===== src/rtl/otg_pkg.sv =====
package otg_pkg;
  typedef enum logic [1:0] {
    LVL_BELOW_END  = 2'd0,
    LVL_END_VALID  = 2'd1,
    LVL_VALID_VBUS = 2'd2,
    LVL_ABOVE_VBUS = 2'd3
  } sess_lvl_e;

  typedef enum logic [3:0] {
    ST_UNATT,
    ST_A_WAIT_VLD,
    ST_A_RESET,
    ST_A_HOST,
    ST_A_SUSP,
    ST_A_RESUME,
    ST_A_PERIPH,
    ST_A_WAIT_CONN,
    ST_B_PERIPH,
    ST_B_SUSP,
    ST_B_WAIT_CONN,
    ST_B_RESET,
    ST_B_HOST
  } role_st_e;

  typedef struct packed {
    logic dp_pu;
    logic dm_pu;
    logic drv_reset;
    logic drv_resume;
    logic vbus_en;
    logic host;
  } role_out_t;
endpackage


===== src/rtl/otg_vbus_decode.sv =====
module otg_vbus_decode
  import otg_pkg::*;
#(
  parameter int PIN_W = 3
) (
  input  logic             clk_i,
  input  logic             rst_ni,
  input  logic             sel_i,
  input  logic [PIN_W-1:0] pins_i,
  output sess_lvl_e        level_o,
  output logic             drop_o,
  output logic             err_o
);
  sess_lvl_e lvl_d, lvl_q;
  logic      bad_d, err_q, drop_q;

  always_comb begin
    lvl_d = lvl_q;
    bad_d = 1'b0;
    if (!sel_i) begin
      unique case (pins_i[1:0])
        2'b00: lvl_d = LVL_BELOW_END;
        2'b10: lvl_d = LVL_END_VALID;
        2'b01: lvl_d = LVL_VALID_VBUS;
        default: lvl_d = LVL_ABOVE_VBUS;
      endcase
    end else begin
      case (pins_i[2:0])
        3'b001:  lvl_d = LVL_BELOW_END;
        3'b000:  lvl_d = LVL_END_VALID;
        3'b010:  lvl_d = LVL_VALID_VBUS;
        3'b110:  lvl_d = LVL_ABOVE_VBUS;
        default: bad_d = 1'b1;
      endcase
    end
  end

  always_ff @(posedge clk_i or negedge rst_ni) begin
    if (!rst_ni) begin
      lvl_q  <= LVL_BELOW_END;
      err_q  <= 1'b0;
      drop_q <= 1'b0;
    end else begin
      lvl_q  <= lvl_d;
      err_q  <= bad_d;
      drop_q <= (lvl_q != LVL_BELOW_END) && (lvl_d == LVL_BELOW_END);
    end
  end

  assign level_o = lvl_q;
  assign err_o   = err_q;
  assign drop_o  = drop_q;

  AST_ERR_HOLDS_LEVEL: assert property (@(posedge clk_i) disable iff (!rst_ni)
    err_q |-> (lvl_q == $past(lvl_q)));
  AST_DROP_IS_ZERO: assert property (@(posedge clk_i) disable iff (!rst_ni)
    drop_q |-> (lvl_q == LVL_BELOW_END));
endmodule


===== src/rtl/otg_idle_timer.sv =====
module otg_idle_timer #(
  parameter int CLK_PER_MS = 48000,
  parameter int IDLE_MS    = 3
) (
  input  logic clk_i,
  input  logic rst_ni,
  input  logic idle_i,
  output logic susp_o
);
  localparam int LIMIT = CLK_PER_MS * IDLE_MS;
  localparam int CNT_W = $clog2(LIMIT + 1);
  localparam logic [CNT_W-1:0] LIM_V = CNT_W'(LIMIT);

  logic [CNT_W-1:0] cnt_q;

  always_ff @(posedge clk_i or negedge rst_ni) begin
    if (!rst_ni)           cnt_q <= '0;
    else if (!idle_i)      cnt_q <= '0;
    else if (cnt_q != LIM_V) cnt_q <= cnt_q + 1'b1;
  end

  assign susp_o = (cnt_q == LIM_V);

  AST_SUSP_NEEDS_IDLE: assert property (@(posedge clk_i) disable iff (!rst_ni)
    susp_o |-> $past(idle_i));
  AST_CNT_BOUND: assert property (@(posedge clk_i) disable iff (!rst_ni)
    cnt_q <= LIM_V);
endmodule


===== src/rtl/otg_role_fsm.sv =====
module otg_role_fsm
  import otg_pkg::*;
(
  input  logic      clk_i,
  input  logic      rst_ni,
  input  logic      a_role_i,
  input  logic      sess_req_i,
  input  logic      end_sess_i,
  input  logic      line_idle_i,
  input  logic      line_disc_i,
  input  logic      line_conn_i,
  input  logic      line_resume_i,
  input  logic      hnp_en_i,
  input  logic      full_speed_i,
  input  logic      b_req_host_i,
  input  logic      a_grant_i,
  input  logic      host_done_i,
  input  logic      susp_i,
  input  sess_lvl_e level_i,
  input  logic      drop_i,
  output role_out_t out_o
);
  role_st_e st_q, st_d;
  logic     hnp_ok;

  assign hnp_ok = hnp_en_i && full_speed_i;

  always_comb begin
    st_d = st_q;
    if (drop_i) begin
      st_d = ST_UNATT;
    end else begin
      unique case (st_q)
        ST_UNATT: begin
          if (a_role_i && sess_req_i) st_d = ST_A_WAIT_VLD;
          else if (!a_role_i && (level_i >= LVL_VALID_VBUS)) st_d = ST_B_PERIPH;
        end
        ST_A_WAIT_VLD:
          if ((level_i == LVL_ABOVE_VBUS) && line_conn_i) st_d = ST_A_RESET;
        ST_A_RESET:  st_d = ST_A_HOST;
        ST_A_HOST:   if (susp_i) st_d = ST_A_SUSP;
        ST_A_SUSP: begin
          if (line_disc_i) begin
            if (hnp_ok && a_grant_i) st_d = ST_A_PERIPH;
            else if (hnp_ok)         st_d = ST_A_RESUME;
            else                     st_d = ST_A_WAIT_CONN;
          end else if (!susp_i) begin
            st_d = ST_A_HOST;
          end
        end
        ST_A_RESUME: st_d = ST_A_HOST;
        ST_A_PERIPH: if (susp_i) st_d = ST_A_WAIT_CONN;
        ST_A_WAIT_CONN: begin
          if (end_sess_i)       st_d = ST_UNATT;
          else if (line_conn_i) st_d = ST_A_RESET;
        end
        ST_B_PERIPH: if (susp_i) st_d = ST_B_SUSP;
        ST_B_SUSP: begin
          if (b_req_host_i && hnp_ok) st_d = ST_B_WAIT_CONN;
          else if (!susp_i)           st_d = ST_B_PERIPH;
        end
        ST_B_WAIT_CONN: begin
          if (line_conn_i)        st_d = ST_B_RESET;
          else if (line_resume_i) st_d = ST_B_PERIPH;
        end
        ST_B_RESET: st_d = ST_B_HOST;
        ST_B_HOST:  if (host_done_i) st_d = ST_B_PERIPH;
        default:    st_d = ST_UNATT;
      endcase
    end
  end

  always_ff @(posedge clk_i or negedge rst_ni) begin
    if (!rst_ni) st_q <= ST_UNATT;
    else         st_q <= st_d;
  end

  always_comb begin
    out_o = '0;
    unique case (st_q)
      ST_A_WAIT_VLD, ST_A_WAIT_CONN: out_o.vbus_en = 1'b1;
      ST_A_RESET: begin
        out_o.vbus_en = 1'b1; out_o.host = 1'b1; out_o.drv_reset = 1'b1;
      end
      ST_A_HOST, ST_A_SUSP: begin
        out_o.vbus_en = 1'b1; out_o.host = 1'b1;
      end
      ST_A_RESUME: begin
        out_o.vbus_en = 1'b1; out_o.host = 1'b1; out_o.drv_resume = 1'b1;
      end
      ST_A_PERIPH: begin
        out_o.vbus_en = 1'b1; out_o.dp_pu = 1'b1;
      end
      ST_B_PERIPH, ST_B_SUSP: begin
        out_o.dp_pu = full_speed_i;
        out_o.dm_pu = !full_speed_i;
      end
      ST_B_RESET: begin
        out_o.host = 1'b1; out_o.drv_reset = 1'b1;
      end
      ST_B_HOST: out_o.host = 1'b1;
      default: out_o = '0;
    endcase
  end

  AST_HOST_NO_PULLUP: assert property (@(posedge clk_i) disable iff (!rst_ni)
    out_o.host |-> !(out_o.dp_pu || out_o.dm_pu));
  AST_RESET_ON_TAKEOVER: assert property (@(posedge clk_i) disable iff (!rst_ni)
    $rose(out_o.host) |-> out_o.drv_reset);
  AST_DROP_TO_UNATT: assert property (@(posedge clk_i) disable iff (!rst_ni)
    drop_i |=> (st_q == ST_UNATT));
  AST_B_REQ_GUARDED: assert property (@(posedge clk_i) disable iff (!rst_ni)
    (st_q == ST_B_WAIT_CONN && $past(st_q) == ST_B_SUSP) |-> $past(hnp_ok && b_req_host_i));
  AST_RESUME_ONE_CYCLE: assert property (@(posedge clk_i) disable iff (!rst_ni)
    out_o.drv_resume |=> !out_o.drv_resume);
endmodule


===== src/rtl/otg_role_swap.sv =====
module otg_role_swap
  import otg_pkg::*;
#(
  parameter int CLK_PER_MS = 48000,
  parameter int IDLE_MS    = 3,
  parameter int PIN_W      = 3
) (
  input  logic             clk_i,
  input  logic             rst_ni,
  input  logic             a_role_i,
  input  logic             sess_req_i,
  input  logic             end_sess_i,
  input  logic             line_idle_i,
  input  logic             line_disc_i,
  input  logic             line_conn_i,
  input  logic             line_resume_i,
  input  logic             hnp_en_i,
  input  logic             full_speed_i,
  input  logic             b_req_host_i,
  input  logic             a_grant_i,
  input  logic             host_done_i,
  input  logic             cmp_sel_i,
  input  logic [PIN_W-1:0] cmp_pins_i,
  output logic             dp_pu_o,
  output logic             dm_pu_o,
  output logic             drive_reset_o,
  output logic             drive_resume_o,
  output logic             vbus_en_o,
  output logic             is_host_o,
  output logic             suspend_o,
  output logic [1:0]       sess_level_o,
  output logic             cmp_err_o
);
  sess_lvl_e level;
  logic      drop, susp;
  role_out_t ro;

  otg_vbus_decode #(.PIN_W(PIN_W)) u_dec (
    .clk_i(clk_i), .rst_ni(rst_ni), .sel_i(cmp_sel_i), .pins_i(cmp_pins_i),
    .level_o(level), .drop_o(drop), .err_o(cmp_err_o)
  );

  otg_idle_timer #(.CLK_PER_MS(CLK_PER_MS), .IDLE_MS(IDLE_MS)) u_tmr (
    .clk_i(clk_i), .rst_ni(rst_ni), .idle_i(line_idle_i), .susp_o(susp)
  );

  otg_role_fsm u_fsm (
    .clk_i(clk_i), .rst_ni(rst_ni), .a_role_i(a_role_i),
    .sess_req_i(sess_req_i), .end_sess_i(end_sess_i),
    .line_idle_i(line_idle_i), .line_disc_i(line_disc_i),
    .line_conn_i(line_conn_i), .line_resume_i(line_resume_i),
    .hnp_en_i(hnp_en_i), .full_speed_i(full_speed_i),
    .b_req_host_i(b_req_host_i), .a_grant_i(a_grant_i),
    .host_done_i(host_done_i), .susp_i(susp), .level_i(level),
    .drop_i(drop), .out_o(ro)
  );

  assign dp_pu_o        = ro.dp_pu;
  assign dm_pu_o        = ro.dm_pu;
  assign drive_reset_o  = ro.drv_reset;
  assign drive_resume_o = ro.drv_resume;
  assign vbus_en_o      = ro.vbus_en;
  assign is_host_o      = ro.host;
  assign suspend_o      = susp;
  assign sess_level_o   = level;

  AST_RESET_REQ_IS_HOST: assert property (@(posedge clk_i) disable iff (!rst_ni)
    drive_reset_o |-> is_host_o);
  AST_RESET_ONE_CYCLE: assert property (@(posedge clk_i) disable iff (!rst_ni)
    drive_reset_o |=> !drive_reset_o);
endmodule


===== config.mk =====
export PLATFORM = sky130hd
export DESIGN_NAME = otg_role_swap
export DESIGN_NICKNAME = d
export VERILOG_FILES = /design/src/rtl/otg_pkg.sv /design/src/rtl/otg_vbus_decode.sv /design/src/rtl/otg_idle_timer.sv /design/src/rtl/otg_role_fsm.sv /design/src/rtl/otg_role_swap.sv
export SDC_FILE = /design/constraint.sdc
export NUM_CORES = 1
export LEC_CHECK = 0
export CAP_MARGIN = 5
export CORE_ASPECT_RATIO = 0.9
export CORE_UTILIZATION = 45
export CTS_BUF_LIST = sky130_fd_sc_hd__clkbuf_8
export CTS_CLUSTER_DIAMETER = 150
export DETAILED_ROUTE_END_ITERATION = 8
export PLACE_DENSITY = 0.69
export SKIP_LAST_GASP = 1
export SLEW_MARGIN = 5
export SYNTH_ARGS = -nofsm -noshare
export SYNTH_HDL_FRONTEND = slang
export SYNTH_SLANG_ARGS = --single-unit

===== constraint.sdc =====
create_clock -name clk_i -period 3.6 [get_ports clk_i]
set_input_delay 0.72 -clock clk_i [delete_from_list [all_inputs] [get_ports clk_i]]
set_output_delay 0.72 -clock clk_i [all_outputs]
set_load 0.05 [all_outputs]

Word-level counts from Yosys, hierarchy flattened
Index checks and enable logic that the tools add are counted.
W data, S select, Z words.
Cells by class
  $add $sub $neg: 1
  magnitude comparators: 1
  equality and inequality tests: 31
  multiplexer cells: 32
  reductions and logical operators: 21
Operators with widths (count)
  $mux W4: 17
  $pmux W4 S12: 1
  $mux W18: 2
  $eq A4 B4 Y1 const B: 5
  $add A18 B1 Y18 const B: 1
  $eq A18 B18 Y1 const B: 1
  $ne A18 B18 Y1 const B: 1
  $eq A4 B3 Y1 const B: 4
  $ne A4 B4 Y1 const B: 4
  $ne A3 B2 Y1 const B: 4
  $reduce_and A10 Y1: 1
  $eq A4 B2 Y1 const B: 2
  $pmux W2 S4: 1
  $logic_and A1 B1 Y1: 7
  $mux W1: 7
  $reduce_or A7 Y1: 1
  $pmux W2 S3: 1
  $reduce_or A2 Y1: 3
  $reduce_or A6 Y1: 1
  $eq A2 B2 Y1 const B: 2
  $eq A4 B1 Y1 const B: 1
  $logic_not A2 Y1: 2
  $logic_not A4 Y1: 1
  $mux W2: 2
  other kinds (13): 14
Word-level totals
  flip-flop bits (word level): 26
  input bits: 18
  output and inout port bits: 10
  logic and storage cells: 91

Logic depth before layout (Yosys ltp)
  depth after elaboration: 6
  mapped depth: 7
  mapped depth without buffers: 7

Cells and area by module
From an unflattened synthesis, not the netlist that was laid out.
Unflattened totals
  cells, all modules: 200
  area total of the unflattened synthesis: 1729.2 sq um
By module, submodules not included
  otg_idle_timer: instances 1, cells each 104, area each 974.7 sq um
  otg_role_fsm: instances 1, cells each 76, area each 554.3 sq um
  otg_vbus_decode: instances 1, cells each 20, area each 200.2 sq um

Least setup slack after synthesis
Ideal clock, no wire load.
  path type: register to output
  from: reg u_fsm.st_q[0]
  to: out is_host_o
  arrival time: 1877 ps
  path slack: 1003 ps
  stages on the path, launching flop included: 6
  path buffers: 2
  cells stage by stage: dfrtp_1 > buf_2 > buf_2 > inv_1 > o21ai_0 > o21ai_0
Between the ends
  longest elaborated chain between the ends: 3
  elaborated cells between the ends (all ways): 8
Ends and longest elaborated chain
  start: declaration: line otg_role_fsm.sv:23  | role_st_e st_q, st_d;
  start signal: assignment: line otg_role_fsm.sv:75  | else st_q <= st_d;
  $eq A4 B2 Y1 (tied with other cells): line otg_role_fsm.sv:80  | unique case (st_q)
  $reduce_or A6 Y1 (no source line) *
  $mux W1 *: line otg_role_fsm.sv:80
  end: declaration: line otg_role_swap.sv:29  | output logic is_host_o,
Every way passes the cells marked *; elsewhere a longest branch is shown, timed or not.

Worst setup path after layout
  from: reg u_tmr.cnt_q[3]
  to: out suspend_o
Between the ends
  longest elaborated chain between the ends: 1
Ends and longest elaborated chain
  start: declaration: line otg_idle_timer.sv:14  | logic [CNT_W-1:0] cnt_q;
  start signal: assignment: line otg_idle_timer.sv:19  | else if (cnt_q != LIM_V) cnt_q <= cnt_q + 1'b1;
  $eq A18 B18 Y1: line otg_idle_timer.sv:22  | assign susp_o = (cnt_q == LIM_V);
  end: declaration: line otg_role_swap.sv:30  | output logic suspend_o,
No other way between the ends.

==> flow_summary.yaml <==
clock_tree:
  tritoncts.num_buffers: 3
  postCtsSetupBuffers: 0
  cts.root.buffer_cell: "sky130_fd_sc_hd__clkbuf_8"
  tritoncts: "done"
  cts.reportedPaths.clkPinSlew_ps: 90
  ctsResizeCount: 0
  clk-insertion-delay-late_ps: 270
  cts.path.max_buffers: 2
  cts_hold_buf: 0
  htreeDepth: 1
  cts_num_sinks: 26
synthesis:
  synthesis.area_sq_um: 1730
  synth-seq-area-share_pct: 37.7
  synth_warnings: 0
  synth_common_cells: "26 x sky130_fd_sc_hd__dfrtp_1, 16 x sky130_fd_sc_hd__nand2_1, 14 x sky130_fd_sc_hd__and2_1"
  synth.lib_cells_used.distinct: 54
  synth_top_area_share_pct: 37.7
  synth_area_leaders: "sky130_fd_sc_hd__dfrtp_1 38%, sky130_fd_sc_hd__xnor2_1 6.6%, sky130_fd_sc_hd__and2_1 5.1%"
  synth_edf_count: 0
  synth_most_common_cell: "sky130_fd_sc_hd__dfrtp_1"
  synth_fp_nets: 210
  syn-mean-instance-area_sq_um: 9.08
  postSynthCellCount: 190
  yosys.area.top_type: "sky130_fd_sc_hd__dfrtp_1"
  synth-main-ff-cell: "sky130_fd_sc_hd__dfrtp_1"
  postSynth.asyncResetShare_pct: 100
  ys_ff_latch: 26
timing:
  timing.clock.skew_ps: 7.05
  report.final.slew_viol_count: 0
  setup_viol_count_final: 0
  clock_period_minus_worst_slack_ps: 3170
  setup_total_negative_slack_ps: 0
  hold_violations: 0
  rsz_0062_raised_after_global_routing: "no"
  period_share_pct: 87.9
  max_slew_margin_pct: 63.0
  tightestPinTransition_ps: 550
  clock.fmax_ghz: 0.316
die:
  area_inside_the_core_boundary_sq_um: 3530
  fp.dieH_um: 60.7
  initial_core_util_pct: 48.9
  die-area_sq_um: 4090
  num_rows: 20
  dieWidth_um: 67.3
  design.portCount: 28
pwr:
  power-per-cell-area_nw_per_um2: 516
  power.static_leakage_nw: 0.831
  peak_supply_drop_v: 0.000279
critical_path:
  worstSetupPathType: "flip-flop to output port"
  r2r-end: "u_fsm.st_q[0]"
  max_fanout_on_critical_path: 5
  endpoint: "suspend_o"
  critical_path.startpoint_type: "flip-flop"
  worstReg2RegStart: "u_fsm.st_q[2]"
  r2r_cells: 5
  critical_path.startpoint: "u_tmr.cnt_q[3]"
  reg2reg_slack_ps: 1460
  crit_arrival_ps: 2450
  crit_required_ps: 2880
  timing.critical_path.to_type: "output port"
global_route:
  global_route.overflow_total: 0
  grt_most_used_layer: "met2"
  first_pass_grt_wire_length_um: 6110
  global_route.usage.total_pct: 19.9
  grt_antenna_before_repair: 0
  globalRouteMet1Util_pct: 29.7
  gr-usage-met2_pct: 30.6
  grt_pass1_vias: 1341
  maximum_number_of_pins_on_one_net_before_global_route_repair: 27
  use_met3_pct: 4.51
detailed_routing:
  drt-initial-drc-count: 104
  drt_drc_violations_left: 0
  antenna_left: 0
  route.vias.total: 1477
  wirelength_um: 3710
  vias_per_cell: 5.68
  detailedRoute.firstPassIterationCount: 5
  drt-wirelength-per-cell_um: 14.3
placed_design:
  postPlaceCellArea_sq_um: 2010
  place.detailed.instances: 256
  port_buffers: 27
  detailedPlacementHpwl_um: 2820
  place_congestion: 0.772
final_layout:
  finalNonFillerCells: 260
  finalNetCount: 237
  layout-drive-gt1-share_pct: 7.41
  area_added_between_synthesis_and_finish_pct: 19.7
  final_design_area_no_fill_sq_um: 2070
  diodes: 0
  fin_util_pct: 58.5
job:
  max_cap_violations: 0
worst_hold_path:
  holdCritPathClass: "flip-flop to flip-flop"
outcome:
  outcome: "completed"
[cell families (layout without fill, tap and decap cells)]
group           after synthesis  in the layout  synth area share (%)
simple gates                 85             85                  30.3
buf+inv                      18             44                  5.58
xor+xnor                     16             16                  8.12
flops                        26             26                  37.7
mux                           1              1                 0.580
fa+ha+maj                     2              2                  1.45
compound gates               42             42                  16.2
[placed cells by master (no fill, tap or decap), types with 6 or more instances in the layout]
| master | count |
|---|---|
| sky130_fd_sc_hd__nand3_1 | 6 |
| sky130_fd_sc_hd__o21ai_0 | 13 |
| sky130_fd_sc_hd__a21oi_1 | 8 |
| sky130_fd_sc_hd__nor3_1 | 6 |
| sky130_fd_sc_hd__dfrtp_1 | 26 |
| sky130_fd_sc_hd__inv_1 | 10 |
| sky130_fd_sc_hd__and2_1 | 14 |
| sky130_fd_sc_hd__xnor2_1 | 13 |
| sky130_fd_sc_hd__nor2_1 | 11 |
| sky130_fd_sc_hd__nand2_1 | 16 |
| sky130_fd_sc_hd__clkdlybuf4s50_1 | 27 |
[routing by layer]
metal	vias to the layer above	part of all wire, %
met5	-	0
met4	0	0.16
met3	2	3.3
met2	31	44
met1	711	52
li1	733	-
[stage by stage]
step	power [mW]	worst slack (ps)	hold slack, ps
floorplan	0.760	1000	424
global placement	0.871	671	499
detailed placement	0.882	647	502
CTS	1.07	404	511
global route	1.13	277	517
finish	1.07	434	508
[how the worst min path moves through the flow]
stage / from / to / slack (ps) / cells past startpoint
final: u_dec.drop_o / u_fsm.st_q[2] / 510 / 1
after global routing: u_dec.drop_o / u_fsm.st_q[2] / 520 / 1
after CTS: u_dec.drop_o / u_fsm.st_q[2] / 510 / 1
after detailed placement: u_dec.drop_o / u_fsm.st_q[2] / 500 / 1
after global placement: u_dec.drop_o / u_fsm.st_q[2] / 500 / 1
after floorplan: rst_ni / u_dec.drop_o / 420 / 0
[state kept, by name, indices dropped and copies added, names as in the netlist]
signal / flops
u_dec.drop_o: 1
u_dec.level_o: 2
u_tmr.cnt_q: 18
u_dec.err_o: 1
u_fsm.st_q: 4
[critical path, stage by stage (launching register included)]
cell and delay, ps:
sky130_fd_sc_hd__dfrtp_1 440, sky130_fd_sc_hd__nor4b_2 280, sky130_fd_sc_hd__nand4b_1 190, sky130_fd_sc_hd__or2_2 380, sky130_fd_sc_hd__inv_2 100, sky130_fd_sc_hd__clkdlybuf4s50_1 800
[area by class of cell]
cell class | instances | area, sq um
fillers | 311 | 1460
multi-input cells | 146 | 978
repair buffers | 29 | 285
well taps | 44 | 55.1
flip-flops and latches | 26 | 651
clock buffers | 4 | 55.1
inverters | 11 | 41.3
[power by group]
group,internal [mW],total [mW],leakage (nW),switching (mW)
combinational,0.207,0.506,0.453,0.299
clock,0.0976,0.183,0.0288,0.0850
sequential,0.317,0.378,0.350,0.0609
Power figures use the tool's default switching activity.
